$ cat src/rtl/wake_monitor.sv
module wake_monitor #(
  parameter int NUM_PINS = 40,
  parameter int ADDR_W   = 8
) (
  input  logic                clk,
  input  logic                rst_n,
  input  logic                sleep,
  input  logic [NUM_PINS-1:0] pins,
  input  logic                wr_en,
  input  logic [ADDR_W-1:0]   addr,
  input  logic [31:0]         wdata,
  output logic [31:0]         rdata,
  output logic                wake
);
  localparam int unsigned NW    = (NUM_PINS + 31) / 32;
  localparam int unsigned NB    = NW * 32;
  localparam int unsigned LASTW = 5 * NW + 2;

  logic [31:0] tmr0, tmr1;
  logic [NB-1:0] en_q, fall_q, rise_q, pol_q, stat_q, stat_nx;
  logic [NUM_PINS-1:0] s1, s2, prev;
  logic [NB-1:0] pmask, cur, old, rise_ev, fall_ev, lvl_hit, trig;

  logic [ADDR_W-3:0] widx;
  int unsigned koff, bsel, wsel;
  logic is_t0, is_t1, in_bank, st_wr;

  always_comb begin
    for (int i = 0; i < int'(NB); i++) pmask[i] = (i < NUM_PINS);
  end

  assign widx = addr[ADDR_W-1:2];

  always_comb begin
    koff    = 32'(widx) - 32'd2;
    is_t0   = (32'(widx) == 32'd0);
    is_t1   = (32'(widx) == 32'd1);
    in_bank = (32'(widx) >= 32'd2) && (32'(widx) < LASTW);
    bsel    = koff / NW;
    wsel    = koff % NW;
  end

  assign st_wr = wr_en && in_bank && (bsel == 32'd4);

  always_ff @(posedge clk or negedge rst_n) begin
    if (!rst_n) begin
      s1   <= '0;
      s2   <= '0;
      prev <= '0;
    end else begin
      s1   <= pins;
      s2   <= s1;
      prev <= s2;
    end
  end

  always_comb begin
    cur = '0;
    old = '0;
    cur[NUM_PINS-1:0] = s2;
    old[NUM_PINS-1:0] = prev;
  end

  assign rise_ev = cur & ~old;
  assign fall_ev = ~cur & old;
  assign lvl_hit = ~rise_q & ~fall_q & ~(cur ^ pol_q);
  assign trig    = en_q & pmask & ((rise_q & rise_ev) | (fall_q & fall_ev) | lvl_hit);

  always_comb begin
    stat_nx = stat_q;
    if (st_wr) stat_nx[wsel*32 +: 32] = wdata;
    if (sleep) stat_nx = stat_nx | trig;
    stat_nx = stat_nx & pmask;
  end

  always_ff @(posedge clk or negedge rst_n) begin
    if (!rst_n) begin
      tmr0   <= '0;
      tmr1   <= '0;
      en_q   <= '0;
      fall_q <= '0;
      rise_q <= '0;
      pol_q  <= '0;
      stat_q <= '0;
      wake   <= 1'b0;
    end else begin
      if (wr_en && is_t0) tmr0 <= wdata;
      if (wr_en && is_t1) tmr1 <= wdata;
      if (wr_en && in_bank) begin
        case (bsel)
          32'd0:   en_q[wsel*32 +: 32]   <= wdata & pmask[wsel*32 +: 32];
          32'd1:   fall_q[wsel*32 +: 32] <= wdata & pmask[wsel*32 +: 32];
          32'd2:   rise_q[wsel*32 +: 32] <= wdata & pmask[wsel*32 +: 32];
          32'd3:   pol_q[wsel*32 +: 32]  <= wdata & pmask[wsel*32 +: 32];
          default: ;
        endcase
      end
      stat_q <= stat_nx;
      wake   <= |(stat_q & en_q);
    end
  end

  always_comb begin
    rdata = '0;
    if (is_t0) rdata = tmr0;
    else if (is_t1) rdata = tmr1;
    else if (in_bank) begin
      case (bsel)
        32'd0:   rdata = en_q[wsel*32 +: 32];
        32'd1:   rdata = fall_q[wsel*32 +: 32];
        32'd2:   rdata = rise_q[wsel*32 +: 32];
        32'd3:   rdata = pol_q[wsel*32 +: 32];
        default: rdata = stat_q[wsel*32 +: 32];
      endcase
    end
  end

  p_hold_awake_r9: assert property (@(posedge clk) disable iff (!rst_n)
    (!sleep && !st_wr) |=> $stable(stat_q));

  p_sticky_r9: assert property (@(posedge clk) disable iff (!rst_n)
    (sleep && !st_wr) |=> (($past(stat_q) & ~stat_q) == '0));

  p_no_cause_r7: assert property (@(posedge clk) disable iff (!rst_n)
    !st_wr |=> ((stat_q & ~$past(stat_q) & ~$past(en_q)) == '0));

  p_oor_zero_r11: assert property (@(posedge clk) disable iff (!rst_n)
    (!is_t0 && !is_t1 && !in_bank) |-> (rdata == '0));

  p_pad_zero_r3: assert property (@(posedge clk) disable iff (!rst_n)
    ((en_q | stat_q | rise_q | fall_q | pol_q) & ~pmask) == '0);

  p_quiet_wake_r10: assert property (@(posedge clk) disable iff (!rst_n)
    ((stat_q & en_q) == '0) |=> !wake);
endmodule

$ cat config.mk
export PLATFORM = sky130hd
export DESIGN_NAME = wake_monitor
export DESIGN_NICKNAME = d
export VERILOG_FILES = /design/src/rtl/wake_monitor.sv
export SDC_FILE = /design/constraint.sdc
export NUM_CORES = 1
export LEC_CHECK = 0
export BUFFER_PORTS_ARGS = -buffer_cell sky130_fd_sc_hd__buf_2
export CAP_MARGIN = 0
export CORE_MARGIN = 2
export CORE_UTILIZATION = 60
export DETAILED_ROUTE_END_ITERATION = 16
export GPL_ROUTABILITY_DRIVEN = 0
export PLACE_DENSITY = 0.84
export SLEW_MARGIN = 0
export SYNTH_ARGS = -nofsm -noshare
export SYNTH_HDL_FRONTEND = slang
export SYNTH_SLANG_ARGS = --single-unit
$ cat constraint.sdc
create_clock -name clk -period 11.28 [get_ports clk]
set_input_delay 3.384 -clock clk [delete_from_list [all_inputs] [get_ports clk]]
set_output_delay 3.384 -clock clk [all_outputs]
set_load 0.05 [all_outputs]
==> results.sh, run 1 <==
export IMPL_clockRootBuffer="sky130_fd_sc_hd__clkbuf_16"
export IMPL_final_design_area_no_fill_sq_mm=0.02291
export IMPL_number_of_nets_produced_by_synthesis=1758
export IMPL_cp_max_fo=19
export IMPL_htreeDepth=2
export IMPL_termination_of_the_worst_setup_path="rdata[2]"
export IMPL_multi_input_area_sq_mm=0.007878
export IMPL_tritoncts_num_buffers=48
export IMPL_grt_usage_pct=31.37
export IMPL_critPathMaxStageDelay_ns=0.60
export IMPL_drt_wl_total_um=54560
export IMPL_synth_yosys_seq_area_share_pct=59.27
export IMPL_cp_startpoint="addr[4]"
export IMPL_reg2reg_setup_slack_ns=9.36
export IMPL_maximum_operating_frequency_ghz=0.1019
export IMPL_globalRouteOverflowTotal=0
export IMPL_final_slew_violations=0
export IMPL_detail_route_antenna_nets=0
export IMPL_run_status="finished, final reports clean"
export IMPL_cts_setup_buffers=0
export IMPL_final_setup_skew_ns=0.01851
export IMPL_cts_path_max_buffers=3
export IMPL_route_detailed_vias_per_inst=6.541
export IMPL_fin_hold_ws_ns=0.3332
export IMPL_dr_total_vias=14783
export IMPL_post_synth_num_cell_types=47
export IMPL_nFillCells=2268
export IMPL_critPathKind="in -> out"
export IMPL_synth_top_cell_area_share_pct=59.27
export IMPL_avgRoutedWirePerCell_um=24.14
export IMPL_die_w_um=188.0
export IMPL_power_per_cell_area_mw_per_mm2=185.7
export IMPL_start_kind="primary input"
export IMPL_end_kind="primary output"
export IMPL_crit_path_frequent_cell="sky130_fd_sc_hd__buf_2"
export IMPL_clk_insertion_delay_late_ns=0.57
export IMPL_clk_transition_reported_paths_ns=0.06
export IMPL_start_util_pct=60.72
export IMPL_critPathArrivalTime_ns=6.43
export IMPL_postSynth_asyncResetShare_pct=100.0
export IMPL_tns_ns=0
export IMPL_synth_top_flop_cell="sky130_fd_sc_hd__dfrtp_1"
export IMPL_crit_reg2reg_capture="wake"
export IMPL_maxCapViolations=0
export IMPL_synth_area_per_cell_sq_um=12.13
export IMPL_place_detailed_hpwl_um=33180
export IMPL_ioPinCount=117
export IMPL_synthesized_flop_and_latch_total=481
export IMPL_cp_required_ns=7.90
export IMPL_vias_in_the_first_global_route=15285
export IMPL_post_synthesis_cell_area_sq_mm=0.02031
export IMPL_cts_tree="yes"
export IMPL_cellLeakagePower_nw=10.81
export IMPL_rsz_0062_raised_after_global_routing="false"
export IMPL_hold_viol=0
export IMPL_hold_path_class="reg -> reg"
export IMPL_startpoint_of_the_worst_slack_reg_to_reg_timing_path="en_q[12]"
export IMPL_timing_reg2reg_worst_path_depth=4
export IMPL_dpl_cell_area_sq_mm=0.02131
export IMPL_grt_antenna_before_repair=6
export IMPL_clkSinkCount=481
export IMPL_synth_warnings=0
export IMPL_post_route_drc_count=0
export IMPL_floorplan_core_area_sq_mm=0.03345
export IMPL_cts_resized_gates=0
export IMPL_post_synth_inst_count=1674
export IMPL_drtIter0Drc=1393
export IMPL_fp_dieArea_sq_mm=0.03534
export IMPL_timing_slew_headroom_pct=19.64
export IMPL_grt_first_pass_wirelength_um=86020
export IMPL_drtPass1Iterations=5
export IMPL_seqCellArea_sq_mm=0.01204
export IMPL_yosysTopAreaCell="sky130_fd_sc_hd__dfrtp_1"
export IMPL_floorplan_die_height_um=188.0
export IMPL_cts_hold_buffers_added=0
export IMPL_fin_crit_sh_pct=87.04
export IMPL_worstMarginPinSlew_ns=1.203
export IMPL_final_setup_viol_count=0
export IMPL_grt_max_degree=206
export IMPL_fin_crit_ns=9.818
export IMPL_critPathSlowestCell="sky130_fd_sc_hd__nor3_4"
export IMPL_final_net_count=1853
export IMPL_cp_cell_sequence="buf_2 -> or3b_1 -> nor3_4 -> buf_4 -> nand2_1 -> a311o_1 -> o211ai_1 -> buf_2"
export IMPL_ir_worst_vdd_uv=132.0
export IMPL_placement_io_buffers=114
export IMPL_post_route_cells_drive_above_1_share_pct=24.57
export IMPL_synth_edf_count=0
export IMPL_syn2layout_area_growth_pct=12.80
export IMPL_netlist_top_cells_area="sky130_fd_sc_hd__dfrtp_1, sky130_fd_sc_hd__mux2_2, sky130_fd_sc_hd__nor2b_1"
export IMPL_rows=67
==> flip-flops by register name, indices dropped and copies added, names as in the netlist, 40 cells and up <==
register,count
en_q,64
s1,40
stat_q,40
s2,40
pol_q,64
fall_q,64
rise_q,64
prev,40
==> per-layer routing <==
metal	vias to the layer above	GRT usage [%]	wire, um
met5	-	0	0
met4	0	17.72	3064
met3	202	7.337	4951
met2	807	48.72	25300
met1	7467	40.90	21240
li1	6307	-	-
==> synth_stat cells (5+ instances only) <==
cell and number:
sky130_fd_sc_hd__mux2_1 14, sky130_fd_sc_hd__buf_1 7, sky130_fd_sc_hd__a21o_1 13, sky130_fd_sc_hd__a221o_1 11, sky130_fd_sc_hd__a221oi_1 56, sky130_fd_sc_hd__a22o_1 14
sky130_fd_sc_hd__a211oi_1 61, sky130_fd_sc_hd__nand4_1 5, sky130_fd_sc_hd__a22oi_1 45, sky130_fd_sc_hd__nor2b_1 138, sky130_fd_sc_hd__mux2i_1 56, sky130_fd_sc_hd__nor2_1 72
sky130_fd_sc_hd__a21oi_1 80, sky130_fd_sc_hd__buf_4 6, sky130_fd_sc_hd__nor3_1 42, sky130_fd_sc_hd__o21ai_1 5, sky130_fd_sc_hd__buf_2 29, sky130_fd_sc_hd__mux2_2 210
sky130_fd_sc_hd__o21bai_1 6, sky130_fd_sc_hd__o21ai_0 35, sky130_fd_sc_hd__clkbuf_1 56, sky130_fd_sc_hd__dfrtp_1 481, sky130_fd_sc_hd__nand2_1 108, sky130_fd_sc_hd__nand3_1 95
==> through the flow <==
step | total power [mW] | utilization (%) | worst slack [ns] | instances
detailed placement | 2.655 | 63.70 | 1.573 | 2167
finish | 4.255 | 68.49 | 1.462 | 2260
floorplan | 2.437 | - | 2.392 | 1674
global route | 4.414 | 68.48 | 1.467 | 2259
CTS | 4.258 | 68.45 | 1.572 | 2255
global placement | 2.609 | 63.70 | 1.618 | 2167
==> placed cells by master, fill, tap and decap left out, types with 45 or more instances in the layout <==
master,n
sky130_fd_sc_hd__buf_2,113
sky130_fd_sc_hd__mux2_2,210
sky130_fd_sc_hd__clkbuf_16,48
sky130_fd_sc_hd__a211oi_1,61
sky130_fd_sc_hd__a221oi_1,56
sky130_fd_sc_hd__nand2_1,107
sky130_fd_sc_hd__a22oi_1,45
sky130_fd_sc_hd__dfrtp_1,481
sky130_fd_sc_hd__mux2i_1,56
sky130_fd_sc_hd__nand3_1,95
sky130_fd_sc_hd__nor2_1,71
sky130_fd_sc_hd__nor2b_1,137
sky130_fd_sc_hd__a21oi_1,80
==> worst max-delay path: cells and delay by family <==
kind	cells	cell delay [ns]
buffers and inverters	3	1.27
AND/OR/NAND/NOR	3	1.25
AO/OA/AOI/OAI	2	0.52
==> cell families (layout without fill, tap and decap cells) <==
logic type	Yosys count	count (layout)	share of synthesized area, %
xor gates and xnor gates	1	1	0.04313
AOI/OAI and AO/OA	334	334	11.46
and+or+nand+nor	479	479	11.90
other	0	5	0
buffers and inverters	99	232	2.156
DFF	481	481	59.27
muxes	280	280	15.18
==> power breakdown <==
part,internal [mW],switching (mW)
Sequential,1.92,0.209
Clock,0.934,0.671
Combinational,0.239,0.280
Total,3.09,1.16
==> worst min-delay path by stage <==
stage / startpoint / to / slack, ns / cells after the start
3_3_place_gp: s1[35] / s2[35] / 0.33 / 0
4_1_cts: s1[22] / s2[22] / 0.34 / 0
3_5_place_dp: s1[2] / s2[2] / 0.33 / 0
2_1_floorplan: s1[0] / s2[0] / 0.33 / 0
5_1_grt: s1[32] / s2[32] / 0.35 / 0
6_report: s1[39] / s2[39] / 0.33 / 0
==> final cells by class <==
class	count	share of cell area, %
Timing Repair Buffer	144	3.626
Clock inverter	21	1.043
Tap cell	448	2.447
Clock buffer	67	5.904
Sequential cell	481	52.54
Multi-Input combinational cell	1094	34.39
Antenna cell	5	0.05461
No activity file was read; power rests on OpenSTA's default activity.
==> run 2: changes to the inputs <==
--- a/config.mk
+++ b/config.mk
@@ -7,11 +7,13 @@
 export LEC_CHECK = 0
 export BUFFER_PORTS_ARGS = -buffer_cell sky130_fd_sc_hd__buf_2
 export CAP_MARGIN = 0
+export CELL_PAD_IN_SITES_DETAIL_PLACEMENT = 0
+export CELL_PAD_IN_SITES_GLOBAL_PLACEMENT = 2
 export CORE_MARGIN = 2
-export CORE_UTILIZATION = 60
+export CORE_UTILIZATION = 45
 export DETAILED_ROUTE_END_ITERATION = 16
 export GPL_ROUTABILITY_DRIVEN = 0
-export PLACE_DENSITY = 0.84
+export PLACE_DENSITY = 0.89
 export SLEW_MARGIN = 0
 export SYNTH_ARGS = -nofsm -noshare
 export SYNTH_HDL_FRONTEND = slang
==> run 2 against run 1 <==
Net effect:
- global-route usage decreased by 7.1 points
- combinational power down 2%
- clock skew shrank 0.0078 ns
- highest routed layer is now met5
- register-to-register slack got worse by 0.07 ns
- sequential cell count stayed put
==> results.sh, run 2 (synthesized netlist as in run 1, its figures left out) <==
export IMPL_ioPinCount=117
export IMPL_cp_startpoint="addr[4]"
export IMPL_placement_io_buffers=114
export IMPL_cp_max_fo=19
export IMPL_die_w_um=216.4
export IMPL_cp_required_ns=7.90
export IMPL_power_per_cell_area_mw_per_mm2=186.9
export IMPL_clkSinkCount=481
export IMPL_startpoint_of_the_worst_slack_reg_to_reg_timing_path="en_q[21]"
export IMPL_route_detailed_vias_per_inst=5.923
export IMPL_final_setup_skew_ns=0.01067
export IMPL_place_detailed_hpwl_um=34660
export IMPL_floorplan_die_height_um=216.4
export IMPL_critPathKind="in -> out"
export IMPL_nFillCells=3819
export IMPL_fp_dieArea_sq_mm=0.04685
export IMPL_drtIter0Drc=1194
export IMPL_ir_worst_vdd_uv=122.7
export IMPL_cp_cell_sequence="buf_2 -> or3b_2 -> nor3_4 -> buf_4 -> a221oi_1 -> a211oi_1 -> a221o_1 -> buf_2"
export IMPL_dr_total_vias=14209
export IMPL_cpLargestDelayFamily="simple AND/OR/NAND/NOR gates"
export IMPL_power_total_mw=4.339
export IMPL_syn2layout_area_growth_pct=14.28
export IMPL_holdCritStartpoint="s1[6]"
export IMPL_grt_first_pass_wirelength_um=86500
export IMPL_grt_max_degree=168
export IMPL_fin_crit_ns=9.927
export IMPL_critPathArrivalTime_ns=6.54
export IMPL_worstMarginPinSlew_ns=1.225
export IMPL_maxCapViolations=0
export IMPL_start_util_pct=45.73
export IMPL_rows=77
export IMPL_vias_in_the_first_global_route=14545
export IMPL_critPathMaxStageDelay_ns=0.65
export IMPL_detail_route_antenna_nets=0
export IMPL_final_net_count=1855
export IMPL_cts_tree="yes"
export IMPL_final_setup_viol_count=0
export IMPL_drtPass1Iterations=6
export IMPL_hold_viol=0
export IMPL_tritoncts_num_buffers=51
export IMPL_htreeDepth=2
export IMPL_globalRouteOverflowTotal=0
export IMPL_clk_insertion_delay_late_ns=0.59
export IMPL_fin_hold_ws_ns=0.3462
export IMPL_cellLeakagePower_nw=10.86
export IMPL_drt_wl_total_um=55820
export IMPL_timing_slew_headroom_pct=18.08
export IMPL_crit_path_frequent_cell="sky130_fd_sc_hd__buf_2"
export IMPL_post_route_drc_count=0
export IMPL_clk_transition_reported_paths_ns=0.06
export IMPL_avgRoutedWirePerCell_um=23.27
export IMPL_start_kind="primary input"
export IMPL_cts_path_max_buffers=3
export IMPL_floorplan_core_area_sq_mm=0.04441
export IMPL_critPathSlowestCell="sky130_fd_sc_hd__a211oi_1"
export IMPL_cts_resized_gates=0
export IMPL_grt_usage_pct=24.24
export IMPL_commonest_non_fill_non_tap_cell_in_the_layout="sky130_fd_sc_hd__dfrtp_1"
export IMPL_rsz_0062_raised_after_global_routing="false"
export IMPL_clockRootBuffer="sky130_fd_sc_hd__clkbuf_16"
export IMPL_fin_crit_sh_pct=88.00
export IMPL_cts_setup_buffers=0
export IMPL_cts_hold_buffers_added=0
export IMPL_cp_num_buf_inv=3
export IMPL_hold_path_class="reg -> reg"
export IMPL_tns_ns=0
export IMPL_final_slew_violations=0
export IMPL_grt_antenna_before_repair=5
export IMPL_end_kind="primary output"
export IMPL_run_status="finished, final reports clean"
export IMPL_maximum_operating_frequency_ghz=0.1007
export IMPL_mostFrequentLayoutCells="sky130_fd_sc_hd__dfrtp_1, sky130_fd_sc_hd__mux2_2, sky130_fd_sc_hd__nor2b_1"
export IMPL_post_route_cells_drive_above_1_share_pct=24.81
==> run 2: cell count changes in the layout (fill, tap and decap cells not counted), sizes merged <==
| cell | change |
|---|---|
| clkinvlp | +1 |
| diode | -4 |
| clkbuf | +7 |
| inv | -3 |
| buf | -1 |
| bufinv | +1 |
| clkinv | -6 |
==> run 2: per-layer routing <==
metal / share of wire, % / up-vias / GRT usage [%]
li1: - / 6288 / -
met1: 43 / 7269 / 32.24
met2: 46 / 504 / 38.04
met3: 7.6 / 140 / 6.428
met4: 3.8 / 8 / 9.475
met5: 0.10 / - / 0
==> run 2: area by class of cell <==
| cell class | count | area (sq um) | share of cell area (%) |
|---|---|---|---|
| diodes | 1 | 2.502 | 0.01078 |
| multi-input cells | 1094 | 7888 | 33.98 |
| flip-flops and latches | 481 | 12040 | 51.86 |
| clock inverters | 14 | 201.4 | 0.8679 |
| well taps | 592 | 740.7 | 3.191 |
| repair buffers | 143 | 835.8 | 3.601 |
| clock buffers | 74 | 1505 | 6.485 |
==> run 2: final timing paths <==
kind	endpoint	slack, ns	cells after the start
max in group asynchronous	prev[2]	6.87	2
worst max register to register	wake	9.29	4
worst min-delay path	s2[6]	0.35	0
worst max-delay path	rdata[22]	1.35	8
min in group asynchronous	s2[27]	2.90	1
worst min register to register	s2[6]	0.35	0
==> run 2: through the flow <==
step / cell area [sq um] / setup WS [ns] / cells / utilization (%)
2_1_floorplan: 20310 / 2.392 / 1674 / -
3_3_place_gp: 21500 / 1.476 / 2310 / 48.41
3_5_place_dp: 21500 / 1.438 / 2310 / 48.41
4_1_cts: 23210 / 1.439 / 2398 / 52.25
5_1_grt: 23210 / 1.191 / 2399 / 52.26
6_report: 23210 / 1.353 / 2399 / 52.26
==> run 2: power breakdown <==
| group | internal [mW] | switching, mW | total (mW) |
|---|---|---|---|
| Sequential | 1.92 | 0.203 | 2.12 |
| Combinational | 0.240 | 0.271 | 0.511 |
| Clock | 1.03 | 0.671 | 1.70 |
| Total | 3.19 | 1.14 | 4.34 |
==> run 2: worst register-to-register path, cell delays in order (launching register included) <==
cell	delay, ns
sky130_fd_sc_hd__dfrtp_1	0.40
sky130_fd_sc_hd__a22oi_1	0.54
sky130_fd_sc_hd__nand4_1	0.16
sky130_fd_sc_hd__nor4_1	0.58
sky130_fd_sc_hd__nand4_1	0.15
